===== config.mk =====
export PLATFORM = sky130hd
export DESIGN_NAME = dbg_tap_sel
export DESIGN_NICKNAME = d
export VERILOG_FILES = /design/src/rtl/dbg_tap_sel.sv
export SDC_FILE = /design/constraint.sdc
export NUM_CORES = 1
export LEC_CHECK = 0
export BUFFER_PORTS_ARGS = -buffer_cell sky130_fd_sc_hd__buf_2
export CORE_ASPECT_RATIO = 1.4
export CORE_MARGIN = 10
export CORE_UTILIZATION = 40
export CTS_CLUSTER_SIZE = 14
export DETAILED_ROUTE_END_ITERATION = 10
export PLACE_DENSITY = 0.66
export SLEW_MARGIN = 20
export SYNTH_ARGS = -nofsm -noshare
export SYNTH_HDL_FRONTEND = slang
export SYNTH_SLANG_ARGS = --single-unit

===== constraint.sdc =====
create_clock -name tck -period 2.4 [get_ports tck]
set_input_delay 0.72 -clock tck [delete_from_list [all_inputs] [get_ports tck]]
set_output_delay 0.72 -clock tck [all_outputs]
set_load 0.1 [all_outputs]

===== src/rtl/dbg_tap_sel.sv =====
module dbg_tap_sel #(
  parameter int          NCHAINS   = 8,
  parameter logic [31:0] IDCODE_VAL = 32'h1234_5679
) (
  input  logic               tck,
  input  logic               trst_n,
  input  logic               tms,
  input  logic               tdi,
  output logic               tdo,
  output logic               tdo_en,
  output logic [4:0]         instr,
  output logic [4:0]         chain_sel,
  input  logic [NCHAINS-1:0] chain_tdo,
  output logic [NCHAINS-1:0] chain_capture,
  output logic [NCHAINS-1:0] chain_shift,
  output logic [NCHAINS-1:0] chain_update
);
  localparam int CW = (NCHAINS > 1) ? $clog2(NCHAINS) : 1;

  localparam logic [4:0] I_EXTEST  = 5'h00;
  localparam logic [4:0] I_SCANN   = 5'h02;
  localparam logic [4:0] I_RESTART = 5'h04;
  localparam logic [4:0] I_HALT    = 5'h08;
  localparam logic [4:0] I_INTEST  = 5'h0C;
  localparam logic [4:0] I_ITRSEL  = 5'h1D;
  localparam logic [4:0] I_IDCODE  = 5'h1E;
  localparam logic [4:0] I_BYPASS  = 5'h1F;

  typedef enum logic [3:0] {
    S_TLR, S_IDLE, S_SELDR, S_CAPDR, S_SHDR, S_EX1DR, S_PDR, S_EX2DR, S_UPDR,
    S_SELIR, S_CAPIR, S_SHIR, S_EX1IR, S_PIR, S_EX2IR, S_UPIR
  } tap_st_t;

  tap_st_t st, st_nx;
  logic [4:0]  ir, ir_sh, sel_reg, sel_sh;
  logic [31:0] id_sh;
  logic        byp, dr_bit, chain_mode, chain_ok, legal;
  logic [4:0]  active;

  always_comb begin
    unique case (st)
      S_TLR:   st_nx = tms ? S_TLR   : S_IDLE;
      S_IDLE:  st_nx = tms ? S_SELDR : S_IDLE;
      S_SELDR: st_nx = tms ? S_SELIR : S_CAPDR;
      S_CAPDR: st_nx = tms ? S_EX1DR : S_SHDR;
      S_SHDR:  st_nx = tms ? S_EX1DR : S_SHDR;
      S_EX1DR: st_nx = tms ? S_UPDR  : S_PDR;
      S_PDR:   st_nx = tms ? S_EX2DR : S_PDR;
      S_EX2DR: st_nx = tms ? S_UPDR  : S_SHDR;
      S_UPDR:  st_nx = tms ? S_SELDR : S_IDLE;
      S_SELIR: st_nx = tms ? S_TLR   : S_CAPIR;
      S_CAPIR: st_nx = tms ? S_EX1IR : S_SHIR;
      S_SHIR:  st_nx = tms ? S_EX1IR : S_SHIR;
      S_EX1IR: st_nx = tms ? S_UPIR  : S_PIR;
      S_PIR:   st_nx = tms ? S_EX2IR : S_PIR;
      S_EX2IR: st_nx = tms ? S_UPIR  : S_SHIR;
      default: st_nx = tms ? S_SELDR : S_IDLE;
    endcase
  end

  always_ff @(posedge tck or negedge trst_n)
    if (!trst_n) st <= S_TLR;
    else         st <= st_nx;

  assign legal = ir_sh inside {I_EXTEST, I_SCANN, I_RESTART, I_HALT,
                               I_INTEST, I_ITRSEL, I_IDCODE, I_BYPASS};

  always_ff @(posedge tck or negedge trst_n) begin
    if (!trst_n) begin
      ir      <= I_IDCODE;
      sel_reg <= 5'd0;
      ir_sh   <= 5'd0;
    end else begin
      if (st == S_TLR) begin
        ir      <= I_IDCODE;
        sel_reg <= 5'd0;
      end
      if (st == S_CAPIR) ir_sh <= 5'b00001;
      if (st == S_SHIR)  ir_sh <= {tdi, ir_sh[4:1]};
      if (st == S_UPIR)  ir    <= legal ? ir_sh : I_BYPASS;
      if (st == S_UPDR && ir == I_SCANN) sel_reg <= sel_sh;
    end
  end

  always_ff @(posedge tck) begin
    if (st == S_CAPDR) begin
      id_sh  <= IDCODE_VAL;
      sel_sh <= 5'h10;
      byp    <= 1'b0;
    end else if (st == S_SHDR) begin
      id_sh  <= {tdi, id_sh[31:1]};
      sel_sh <= {tdi, sel_sh[4:1]};
      byp    <= tdi;
    end
  end

  assign chain_mode = (ir == I_EXTEST) || (ir == I_INTEST) || (ir == I_ITRSEL);
  assign active     = (ir == I_ITRSEL) ? 5'd4 : sel_reg;
  assign chain_ok   = 32'(active) < NCHAINS;
  assign chain_sel  = active;
  assign instr      = ir;

  always_comb begin
    unique case (ir)
      I_IDCODE: dr_bit = id_sh[0];
      I_SCANN:  dr_bit = sel_sh[0];
      default:  dr_bit = (chain_mode && chain_ok) ? chain_tdo[active[CW-1:0]] : byp;
    endcase
  end

  for (genvar g = 0; g < NCHAINS; g++) begin : g_strobe
    logic hit;
    assign hit              = chain_mode && (active == 5'(g));
    assign chain_capture[g] = hit && (st == S_CAPDR);
    assign chain_shift[g]   = hit && (st == S_SHDR);
    assign chain_update[g]  = hit && (st == S_UPDR);
  end

  always_ff @(negedge tck or negedge trst_n) begin
    if (!trst_n) begin
      tdo    <= 1'b0;
      tdo_en <= 1'b0;
    end else begin
      tdo    <= (st == S_SHIR) ? ir_sh[0] : (st == S_SHDR) ? dr_bit : 1'b0;
      tdo_en <= (st == S_SHIR) || (st == S_SHDR);
    end
  end


  tlr_init_chk: assert property (@(posedge tck) disable iff (!trst_n)
    (st == S_TLR) |=> (instr == I_IDCODE && chain_sel == 5'd0));


  sel_hold_chk: assert property (@(posedge tck) disable iff (!trst_n)
    (!(st == S_UPDR && ir == I_SCANN) && st != S_TLR) |=> $stable(sel_reg));


  one_update_chk: assert property (@(posedge tck) disable iff (!trst_n)
    $onehot0(chain_update) && $onehot0(chain_shift) && $onehot0(chain_capture));


  tdo_en_chk: assert property (@(posedge tck) disable iff (!trst_n)
    tdo_en |-> (st == S_SHDR || st == S_SHIR));


  ir_legal_chk: assert property (@(posedge tck) disable iff (!trst_n)
    (st == S_UPIR && !legal) |=> (instr == I_BYPASS));
endmodule


# Yosys cells after proc, flatten, opt, wreduce, memory -nomap -nowiden
# Cells that the tools add are included.
# totals
in_bits	12
rom_bits	0
mem_count	0
ramBits	0
output_inout_bits	36
latch_bits	0
wordCells	117
ff_bits	59
# classes
n_reduce_logical	47
div_mod_pow	0
mux	27
n_bitwise	0
multipliers	0
eq_ne	32
n_addsub	0
n_shift	0
order_cmp	2
# op_table
op	count
$pmux 4 s11	1
$mux 5	8
$logic_and 1x1->1	34
$eq 4x4->1 const B	8
$eq 5x3->1 const B	5
$eq 5x5->1 const B	5
$eq 5x2->1 const B	4
$eq 4x3->1 const B	4
$mux 4	4
$eq 5x4->1 const B	3
$logic_not 5->1	3
$eq 4x2->1 const B	2
$reduce_bool 8->1	1
$mux 1	7
$mux 2	3
$mux 3	2
$reduce_bool 2->1	3
$eq 5x1->1 const B	1
$lt 5x4->1 const B	1
$logic_not 4->1	1
$lt 3x4->1 const B	1
$reduce_or 2->1	2
$bmux 1 s3	1
$logic_or 1x1->1	3
$pmux 1 s2	1

# Longest topological paths before layout
# logic_depth
depth_word	8
depth_mapped	7
mapped_depth_nobuf	5

==> results.ini <==
[run_status]
failed_checks = setup timing
status = finished, violations left

[sta]
rsz0062_at_grt = true
drv_slew = 0
fmax_ghz = 0.322
fin_crit_sh_pct = 130
setup_ws_ps = -723
finalSetupViolations = 32
fin_skew_ps = 10.8
hold_viol = 0
fin_setup_tns_ps = -16470
slew_headroom_pct = 59.3
worst_slew_pin_slew_ps = 609
min_period_ps = 3120

[worst_setup_path]
crit_type = flop to flop
reg2reg_slack_ps = -720
worstPathArrival_ps = 2090
required_ps = 1360
reg2reg_from = instr[0]
r2r-end = tdo
startpoint_type = flop
crit_start = instr[0]
reg2reg_depth = 6
endpoint_kind = flop
cp_max_fo = 2

[power_and_ir_drop]
powerDensity_nw_per_um2 = 1110
p_leak_nw = 1.79
vdd_drop_max_uv = 631

[yosys]
synth-main-ff-cell = dfxtp_1
yosys-top-cells-count = 101 x nand2_1, 37 x dfxtp_1, 35 x nor2_1
synth_edf_count = 0
yosysSeqAreaShare_pct = 48.3
synth.area.top_cells = dfxtp_1 28%, nand2_1 14%, dfrtp_1 14%
syn-num-nets = 352
synth_area_per_cell_um2 = 7.74
ys_ff_latch = 58
yosys_warnings = 0
synthArstFlopShare_pct = 36.2
ys_types = 43
yosysTopAreaCell = dfxtp_1
synth.most_common_cell = nand2_1
syn_inst = 340
netlist_area_um2 = 2630
synth_top_area_share_pct = 28.2

[clock_network]
clock_sinks = 58
clk_pin_slew_ps = 60
clkLatencyLatePin_ps = 320
cts_tree = built
cts_made_buffers = 9
root_buffer = clkbuf_8
cts-htree-levels = 3
cts.path.max_buffers = 2

[drt]
routed_wl_mm = 7.13
ant_nets = 0
firstDrtPassIters = 4
wl_per_cell_um = 14.4
viasPerCell = 5.19
drt_iter0_markers = 151
post-route-drc-count = 0
vias = 2570

[layout]
seqCellArea_um2 = 1290
fillers = 485
syn_to_final_growth_pct = 60.6
drive_above_1_share_pct = 36.6
final_cells = 495
final_util_pct = 67.1
largest_reg_flops = 32
diodes = 0
regMostFlops = id_sh
nets = 430
multi_input_area_um2 = 1580

[placed_design]
gp_congestion = 0.780
dp_cells = 474
io_buffers = 47
hpwl_mm = 5.33

[global_route]
grt_pass1_vias = 2571
grt_util_met2_pct = 25.5
grt-ovfl-total = 0
grt_pass1_wl_mm = 12.2
busiest_layer = met2
grt_max_degree = 37
grt_util_met1_pct = 16.8
use_met3_pct = 4.14
grt_antenna_before_repair = 0
grt_use_total_pct = 14.8

[floorplanning]
ioPinCount = 48
start_util_pct = 41.8
floorplan.core_area_um2 = 6300
chipWidth_um = 88.5
num_rows = 34
fp.dieArea_um2 = 10300
die_y_um = 116

[flow_run]
max_cap_viol_count = 0

[hold_path]
min_path_type = input port to async pin

-- power breakdown --
part | total, mW | switching, mW | internal, mW
clock | 0.970 | 0.371 | 0.600
combinational | 2.02 | 1.24 | 0.781
sequential | 1.69 | 0.275 | 1.41
-- critical path, cell delays in order (launching register included) --
cell,delay (ps)
dfrtp_4,470
or3_4,340
or4_4,440
buf_6,130
a21oi_2,80
o22ai_1,80
a32o_1,220
-- worst max path at each step --
stage | to | slack [ps] | cells after the start
2_1_floorplan | chain_capture[2] | -800 | 6
3_3_place_gp | tdo | -680 | 5
3_5_place_dp | tdo | -720 | 5
4_1_cts | chain_shift[4] | -760 | 7
5_1_grt | chain_shift[7] | -780 | 7
6_report | tdo | -720 | 6
-- cells in the final DEF, fill, tap and decap left out, drive strengths merged, types with 2 or more instances in the layout --
cell type,count
or3,2
nand3,28
dfxtp,37
dfrtn,2
dfstp,4
buf,86
nor2b,8
dfrtp,15
nor2,35
nand2,101
nand2b,4
inv,5
o21ai,16
clkinv,2
o22a,4
a21oi,33
nor3,4
and3,2
clkbuf,13
-- layout make-up --
class                           instances  share of cell area (%)
Clock inverter                          3                    1.04
Timing Repair Buffer                   86                    24.2
Clock buffer                           13                    4.26
Sequential cell                        58                    30.5
Multi-Input combinational cell        258                    37.4
Inverter                                5                   0.444
Tap cell                               72                    2.13
-- timing repair --
item / CTS / global route
endpoints found under the setup margin: 32 / 32
pin swaps: 16 / 6
setup buffers: 4 / 1
hold buffers: 0 / 0
resized for setup: 15 / 10
-- logic make-up after synthesis --
family                 Yosys count  share of synthesized area, %
buffers and inverters           24                          3.61
multiplexers                     2                          1.24
flip-flops                      58                          48.3
AND/OR/NAND/NOR                190                          31.5
AO/OA/AOI/OAI                   64                          14.7
XOR/XNOR                         2                         0.666
-- routing by layer --
| layer | vias to the layer above | part of all wire (%) |
|---|---|---|
| li1 | 1293 | - |
| met1 | 1192 | 41 |
| met2 | 74 | 51 |
| met3 | 11 | 5.8 |
| met4 | 0 | 1.9 |
| met5 | - | 0 |
-- per-stage QoR --
| step | setup WS (ps) | hold slack (ps) | total power, mW | area, um^2 |
|---|---|---|---|---|
| after detailed placement | -719 | 446 | 3.62 | 3860 |
| after floorplan | -797 | 424 | 3.03 | 2900 |
| after CTS | -759 | 259 | 4.69 | 4170 |
| final | -723 | 262 | 4.68 | 4230 |
| after global routing | -778 | 267 | 5.03 | 4230 |
| after global placement | -681 | 436 | 3.55 | 3860 |
(Power assumes the default switching activity.)
